===== config.mk =====
export PLATFORM = sky130hd
export DESIGN_NAME = uart_hw_flowctl
export DESIGN_NICKNAME = d
export VERILOG_FILES = /design/src/rtl/uart_fc_pkg.sv /design/src/rtl/fc_threshold.sv /design/src/rtl/fc_rts_ctrl.sv /design/src/rtl/fc_cts_sync.sv /design/src/rtl/fc_tx_gate.sv /design/src/rtl/uart_hw_flowctl.sv
export SDC_FILE = /design/constraint.sdc
export NUM_CORES = 1
export LEC_CHECK = 0
export BUFFER_PORTS_ARGS = -buffer_cell sky130_fd_sc_hd__buf_2
export CAP_MARGIN = 0
export CORE_AREA = 2 2 47 49
export CTS_CLUSTER_DIAMETER = 50
export DETAILED_ROUTE_END_ITERATION = 6
export DIE_AREA = 0 0 49 51
export PLACE_DENSITY = 0.75
export SLEW_MARGIN = 10
export SYNTH_ARGS = -nofsm -noshare
export SYNTH_HDL_FRONTEND = slang
export SYNTH_SLANG_ARGS = --single-unit

===== constraint.sdc =====
create_clock -name clk -period 3.73 [get_ports clk]
set_input_delay 0.1865 -clock clk [delete_from_list [all_inputs] [get_ports clk]]
set_output_delay 0.1865 -clock clk [all_outputs]
set_load 0.02 [all_outputs]

===== src/rtl/uart_fc_pkg.sv =====
// Package: shared types and helpers for the hardware handshake controller.
// Assumes: hysteresis is a whole number of characters, a multiple of a step.
package uart_fc_pkg;

    // Request line meaning when the block drives it.
    typedef enum logic {
        RTS_GO   = 1'b0,
        RTS_STOP = 1'b1
    } rts_line_e;

    // Hysteresis amount in characters for a select code, saturating at max_code.
    function automatic int unsigned hyst_chars(input int unsigned code,
                                               input int unsigned step,
                                               input int unsigned max_code);
        return ((code > max_code) ? max_code : code) * step;
    endfunction

endpackage


===== src/rtl/fc_threshold.sv =====
// Module: fc_threshold
// Derives the upper and lower fill thresholds from the trigger and hysteresis code.
// Assumes: results are one bit wider than the level, so the upper sum never wraps;
// the lower threshold floors at zero.
module fc_threshold
    import uart_fc_pkg::*;
#(
    parameter int unsigned LVL_W     = 7,
    parameter int unsigned HSEL_W    = 4,
    parameter int unsigned HSTEP     = 4,
    parameter int unsigned HMAX_CODE = 9
) (
    input  logic [LVL_W-1:0]  trig,
    input  logic [HSEL_W-1:0] hsel,
    output logic [LVL_W:0]    thr_hi,
    output logic [LVL_W:0]    thr_lo
);
    localparam int unsigned EXT_W = LVL_W + 1;

    logic [EXT_W-1:0] band;
    logic [EXT_W-1:0] trig_ext;

    // Purpose: widen the trigger and turn the code into a character count.
    always_comb begin
        trig_ext = {1'b0, trig};
        band     = EXT_W'(hyst_chars(32'(hsel), HSTEP, HMAX_CODE));
    end

    // Purpose: place the band symmetrically around the trigger.
    always_comb begin
        thr_hi = trig_ext + band;
        thr_lo = (trig_ext >= band) ? (trig_ext - band) : '0;
    end
endmodule


===== src/rtl/fc_rts_ctrl.sv =====
// Module: fc_rts_ctrl
// Drives the active-low request line from the fill level and the two thresholds,
// or from the software bit when automatic mode is off, and flags automatic rises.
// Assumes: thr_lo <= thr_hi; the level is sampled every clock.
module fc_rts_ctrl
    import uart_fc_pkg::*;
#(
    parameter int unsigned LVL_W = 7
) (
    input  logic             clk,
    input  logic             rst_n,
    input  logic [LVL_W-1:0] level,
    input  logic [LVL_W:0]   thr_hi,
    input  logic [LVL_W:0]   thr_lo,
    input  logic             auto_en,
    input  logic             sw_rts,
    output logic             rts_n,
    output logic             rise_evt
);
    rts_line_e line_q, line_d;
    logic [LVL_W:0] level_ext;

    // Purpose: pick the next line state (software, stop, go or hold).
    always_comb begin
        level_ext = {1'b0, level};
        if (!auto_en)
            line_d = sw_rts ? RTS_GO : RTS_STOP;
        else if (level_ext > thr_hi)
            line_d = RTS_STOP;
        else if (level_ext < thr_lo)
            line_d = RTS_GO;
        else
            line_d = line_q;
    end

    // Purpose: register the line and the automatic-rise pulse.
    always_ff @(posedge clk) begin
        if (!rst_n) begin
            line_q   <= RTS_STOP;
            rise_evt <= 1'b0;
        end else begin
            line_q   <= line_d;
            rise_evt <= auto_en && (line_d == RTS_STOP) && (line_q == RTS_GO);
        end
    end

    assign rts_n = (line_q == RTS_STOP);
endmodule


===== src/rtl/fc_cts_sync.sv =====
// Module: fc_cts_sync
// Brings the asynchronous clear-to-send input into the clock domain and finds
// its synchronised low-to-high change.
// Assumes: STAGES >= 2; the reset value treats the line as active (low).
module fc_cts_sync #(
    parameter int unsigned STAGES = 2
) (
    input  logic clk,
    input  logic rst_n,
    input  logic cts_n,
    output logic cts_stop,
    output logic cts_rise
);
    logic [STAGES:0] chain;

    // Purpose: shift the input through the synchroniser plus one history flop.
    always_ff @(posedge clk) begin
        if (!rst_n)
            chain <= '0;
        else
            chain <= {chain[STAGES-1:0], cts_n};
    end

    assign cts_stop = chain[STAGES-1];
    assign cts_rise = chain[STAGES-1] & ~chain[STAGES];
endmodule


===== src/rtl/fc_tx_gate.sv =====
// Module: fc_tx_gate
// Produces the transmit-permit level. Permit drops only at a character boundary:
// while a character is in flight it stays high even if the far end says stop.
// Assumes: the serializer pulses start and done once per character.
module fc_tx_gate (
    input  logic clk,
    input  logic rst_n,
    input  logic auto_en,
    input  logic cts_stop,
    input  logic tx_start,
    input  logic tx_done,
    output logic tx_permit
);
    logic busy_q, busy_d, permit_d;

    // Purpose: track the in-flight character and decide the next permit.
    always_comb begin
        busy_d   = tx_start | (busy_q & ~tx_done);
        permit_d = ~auto_en | ~cts_stop | busy_d;
    end

    // Purpose: hold in-flight state and the registered permit.
    always_ff @(posedge clk) begin
        if (!rst_n) begin
            busy_q    <= 1'b0;
            tx_permit <= 1'b1;
        end else begin
            busy_q    <= busy_d;
            tx_permit <= permit_d;
        end
    end
endmodule


===== src/rtl/uart_hw_flowctl.sv =====
// Module: uart_hw_flowctl (top)
// Automatic request-to-send / clear-to-send handshake for a serial port.
// Assumes: rx_level is already in this clock domain; cts_n may be asynchronous.
module uart_hw_flowctl #(
    parameter int unsigned LVL_W       = 7,
    parameter int unsigned HSEL_W      = 4,
    parameter int unsigned HSTEP       = 4,
    parameter int unsigned HMAX_CODE   = 9,
    parameter int unsigned SYNC_STAGES = 2
) (
    input  logic              clk,
    input  logic              rst_n,
    input  logic [LVL_W-1:0]  rx_level,
    input  logic [LVL_W-1:0]  rts_trig,
    input  logic [HSEL_W-1:0] hyst_sel,
    input  logic              auto_rts_en,
    input  logic              auto_cts_en,
    input  logic              sw_rts,
    input  logic              cts_n,
    input  logic              tx_start,
    input  logic              tx_done,
    output logic              rts_n,
    output logic              tx_permit,
    output logic              rts_evt,
    output logic              cts_evt
);
    logic [LVL_W:0] thr_hi, thr_lo;
    logic           cts_stop, cts_rise;

    fc_threshold #(
        .LVL_W(LVL_W), .HSEL_W(HSEL_W), .HSTEP(HSTEP), .HMAX_CODE(HMAX_CODE)
    ) u_thr (
        .trig(rts_trig), .hsel(hyst_sel), .thr_hi(thr_hi), .thr_lo(thr_lo)
    );

    fc_rts_ctrl #(.LVL_W(LVL_W)) u_rts (
        .clk(clk), .rst_n(rst_n), .level(rx_level), .thr_hi(thr_hi),
        .thr_lo(thr_lo), .auto_en(auto_rts_en), .sw_rts(sw_rts),
        .rts_n(rts_n), .rise_evt(rts_evt)
    );

    fc_cts_sync #(.STAGES(SYNC_STAGES)) u_sync (
        .clk(clk), .rst_n(rst_n), .cts_n(cts_n),
        .cts_stop(cts_stop), .cts_rise(cts_rise)
    );

    fc_tx_gate u_gate (
        .clk(clk), .rst_n(rst_n), .auto_en(auto_cts_en), .cts_stop(cts_stop),
        .tx_start(tx_start), .tx_done(tx_done), .tx_permit(tx_permit)
    );

    // Purpose: report the synchronised clear-to-send rise only in automatic mode.
    assign cts_evt = auto_cts_en & cts_rise;
endmodule


======== After elaboration in Yosys (flattened, before gate mapping) ========
Index checks and enable logic that the tools add are counted.
word-level totals
  flip-flop bits (word level) ............. 7
  input bits .............................. 26
  output and inout bits ................... 4
  logic and storage cells ................. 30
operators by class
  add/subtract/negate cells ............... 2
  magnitude comparators ................... 4
  multiplexer cells ....................... 6
  bitwise logic cells ..................... 11
  reductions and logical operators ........ 2
operator list
  operator                                                      number
  7-bit by 8-bit adder with 8-bit output                        1
  7-bit by 8-bit greater-or-equal comparator with 1-bit output  1
  7-bit by 8-bit > comparator with 1-bit output                 1
  7-bit by 8-bit less-than comparator with 1-bit output         1
  8-bit 2-to-1 mux                                              1
  7-bit by 8-bit subtractor with 8-bit output                   1
  1-bit NOT                                                     5
  4-bit > comparator, second input constant                     1
  1-bit 2-to-1 mux                                              4
  4-bit 2-to-1 mux                                              1
  1-bit bitwise AND                                             3
  1-bit OR                                                      3
  1-bit logical AND                                             2

======== Logic depth before layout (Yosys ltp) ========
  word-level depth ........................ 10
  mapped depth ............................ 15
  gate-level depth less buffers ........... 14

======== Hierarchy ========
A second synthesis with hierarchy kept.
unflattened totals
  cell total of the unflattened synthesis .. 128
  area, all modules ....................... 1034.7 um2
by module, submodules not included
  module           instances  cells an instance  area an instance (um2)  sequential area each (um2)
  fc_threshold     1          62                 461.7                   0.0
  fc_rts_ctrl      1          52                 401.6                   40.0
  fc_cts_sync      1          7                  92.6                    60.1
  fc_tx_gate       1          6                  72.6                    40.0
  uart_hw_flowctl  1          1                  6.3                     0.0

======== Worst setup path after synthesis ========
No wires, ideal clock.
  kind .................................... input port to flip-flop
  start point ............................. input port hyst_sel[2]
  end point ............................... register u_rts.line_q (netlist: u_rts.rts_n)
  library setup time ...................... 0.141 ns
  arrival ................................. 2.577 ns
  data required time ...................... 3.589 ns
  path slack .............................. 1.012 ns
  cell stages on the path ................. 15
  path through ............................ o21ai_0 nand2b_1 ha_1 inv_1 fa_1 a221o_1 or3_1 buf_2 nand2_1 ha_1 a21oi_1 a21oi_1 o21ai_0 a21o_1 a41oi_2
between the ends
  word-level cells in the longest chain between the ends .. 8
RTL lines
  what                                                                                                                                RTL line               source
  from (decl)                                                                                                                         uart_hw_flowctl.sv:15  input logic [HSEL_W-1:0] hyst_sel,
  4-bit > comparator                                                                                                                  uart_fc_pkg.sv:15      return ((code > max_code) ? max_code : code) * step;
  4-bit 2-to-1 mux (*)                                                                                                                uart_fc_pkg.sv:15
  7-bit by 8-bit subtractor with 8-bit output / 7-bit by 8-bit greater-or-equal comparator with 1-bit output (equally long branches)  fc_threshold.sv:32     thr_lo = (trig_ext >= band) ? (trig_ext - band) : '0;
  8-bit 2-to-1 mux                                                                                                                    fc_threshold.sv:32
  7-bit by 8-bit less-than comparator with 1-bit output                                                                               fc_rts_ctrl.sv:30      else if (level_ext < thr_lo)
  1-bit 2-to-1 mux                                                                                                                    fc_rts_ctrl.sv:30
  1-bit 2-to-1 mux (*)                                                                                                                fc_rts_ctrl.sv:28      else if (level_ext > thr_hi)
  1-bit 2-to-1 mux (*)                                                                                                                fc_rts_ctrl.sv:26      if (!auto_en)
  to (signal assigned)                                                                                                                fc_rts_ctrl.sv:42      line_q <= line_d;
  to (decl)                                                                                                                           fc_rts_ctrl.sv:20      rts_line_e line_q, line_d;
Mark *: on every way between the ends. The rest lies on a longest branch, timed or not.
A chain may end at the register's enable or synchronous reset.

======== Worst setup path after layout ========
  start point ............................. input port hyst_sel[3]
  end point ............................... register u_rts.line_q (netlist: u_rts.rts_n)
The elaborated chain is that of the path after synthesis.

==> results.md <==
* Critical path peak fanout at 6
* WL/cell at 12.4 um
* Setup Fix Bufs, Post-CTS at 0
* Post-synth top area share at 29.6%
* Tcrit/Tclk final at 76.5%
* Gpl congestion at 0.843
* Tot GR Track Use at 18.1%
* Max-slew violations at 0
* Skew-Pair Late Insertion Delay at 0.25 ns
* ANT cells at 0
* # H-tree levels at 1
* Critical-path top delay cell: or3_1
* Worst Path Required at 3.84 ns
* # hold bufs at CTS at 0
* Initial Util at 45.1%
* Clock root buffer master: clkbuf_4
* # port buffers at 29
* Syn. warnings at 0
* Initial antenna violation count at 0
* Post-synth EDFFs at 0
* Final Skew at 0.00246 ns
* Routed WL at 2150 um
* Worst-margin pin slew at 0.632 ns
* CTS Buffer Depth at 2
* Crit path max-delay family: compound AO/OA/AOI/OAI gates
* Register area share after synthesis at 15.1%
* RSZ-0062 raised after global routing: no
* Synth Flop Type: dfxtp_1
* Utilization after layout at 54.6%
* Clk pin slew, worst setup/hold paths at 0.05 ns
* Clock sink total at 7
* Leak pwr at 0.593 nW
* CTS tree: done
* Fmax at 350 MHz
* Crit-path cells: buf_2 > o21ai_0 > nand2b_1 > ha_1 > inv_1 > fa_1 > a221o_1 > or3_1 > or2b_1 > ha_1 > o211ai_1 > a21oi_1 > o21ai_0 > a21o_1 > a41oi_2
* Drt via density at 5.25
* Layout cells sized above 1 at 24.1%
* Max IR drop VDD at 0.286 mV
* Residual DRC at 0
* Fill count at 204
* First-pass GRT wire length at 3500 um
* Top post-synthesis cells by count: ha_1, inv_1, a21oi_1, nand2_1, nor2_1
* Count leader, synth: ha_1
* Final worst slack at 0.876 ns
* Slowest stage delay, CP at 0.47 ns
* Yosys reg bits at 7
* Row cnt at 17
* Count of unique library cells instantiated by Yosys at 33
* Post-Syn Area at 930 um^2
* Area leader, netlist: ha_1
* Kind of critical path: input pin to flip-flop
* CORE AREA at 2060 um^2
* Chip width at 49 um
* First-pass iteration count of the detailed router at 4
* Setup TNS at 0 ns
* Post-Place Worst Slack at 0.652 ns
* Buffers and inverters on the worst path at 2
* Critical Path Sink Type: flip-flop
* Critical Path Start Type: input pin
* Crit path time final at 2.85 ns
* Final Hold Fails at 0
* Total clock buffers created by CTS at 3
* Post-route cell area at 1130 um^2
* Setup-failing EPs final at 0
* Post-Syn Instances at 114
* Slew margin rel. at 57.3%
* Worst min path class: input pin to flip-flop
* Finished Layout Cells at 173
* Share of synthesized registers carrying an async set or reset at 0%
* Maxcap violations at 0
* PwrDens at 264 nW/um^2
* Number of global-route vias before repair at 871
* Area Growth Syn to Fin at 21.3%
* Dpl cells at 169
* Die ar. at 2500 um^2
* Average cell area after synthesis at 8.15 um^2
* Post-DP HPWL at 1880 um
* Critical Path AT at 2.97 ns
* Synth top area cells: ha_1, dfxtp_1, a21oi_1
* ANT nets after route at 0
* Die Y at 51 um
* Post-layout nets at 196
* Status: finished, final reports clean
* DRT iter0 DRCs at 20
* Placement Cell Area at 1100 um^2
* Net Count, Synth at 164
* Largest net degree at the start of global routing at 9
* Via Count at 908
* GRT overflow at 0
* # IOs at 30
* CTS resizes at 0
where the power goes:
| part | internal (mW) | total [mW] | leakage, nW | switching (mW) |
|---|---|---|---|---|
| registers | 0.0788 | 0.0805 | 0.0576 | 0.00167 |
| clock network | 0.0408 | 0.0687 | 0.0150 | 0.0279 |
| logic | 0.0660 | 0.148 | 0.520 | 0.0820 |
| total | 0.186 | 0.297 | 0.593 | 0.112 |
final cells by class:
class / instances / area (um^2) / share of cell area, %
multi-input cells: 93 / 736 / 65.3
inverters: 12 / 45.0 / 4.00
flip-flops and latches: 7 / 140 / 12.4
clock buffers: 4 / 26.3 / 2.33
repair buffers: 29 / 145 / 12.9
well taps: 28 / 35.0 / 3.11
placed cells by master (no fill, tap or decap), types with 2 or more instances in the layout:
master / count
nand2_1: 10
a21o_1: 2
buf_2: 29
nand3_1: 3
nand2b_1: 2
inv_1: 12
o21ai_0: 3
nand4_1: 3
ha_1: 22
xor2_1: 4
fa_1: 2
clkbuf_4: 3
dfxtp_1: 7
a211oi_1: 2
and2_1: 3
nor2_1: 9
o211ai_1: 2
a21oi_1: 10
nor2b_1: 2
final timing paths:
check                                         to  depth (start not counted)  slack [ns]            start
worst max-delay path                 u_rts.rts_n                         15        0.88      hyst_sel[3]
worst min-delay path             u_sync.chain[0]                          2        0.14            cts_n
worst max register to register       u_rts.rts_n                          3        2.90      u_rts.rts_n
worst min register to register  u_gate.tx_permit                          1        0.41  u_sync.chain[1]
layer usage:
metal / global-route usage (%) / part of all wire (%) / vias up
li1: - / - / 462
met1: 22.5 / 47 / 411
met2: 30.8 / 46 / 31
met3: 4.68 / 5.7 / 4
met4: 5.24 / 1.2 / 0
met5: 0 / 0 / -
logic make-up after synthesis:
family,count (synthesis),share of synthesized area [%]
xor+xnor,5,4.71
fa+ha+maj,24,33.9
flops,7,15.1
simple gates,40,23.1
buf+inv,14,5.79
compound gates,24,17.4
registers in the layout, summed over array words and instances (netlist names):
signal / count
u_gate.tx_permit: 1
u_rts.rise_evt: 1
u_rts.rts_n: 1
u_gate.busy_q: 1
u_sync.chain: 3
worst reg2reg max path, delay by kind of cell (launching register included):
kind	cells	cell delay, ns
flops	1	0.34
compound gates	3	0.41
through the flow:
stage          hold slack (ns)  total power [mW]
5_1_grt                  0.120             0.323
4_1_cts                  0.136             0.298
3_3_place_gp             0.392             0.223
3_5_place_dp             0.396             0.228
2_1_floorplan            0.274             0.182
6_report                 0.141             0.297
No activity file was read; power rests on OpenSTA's default activity.
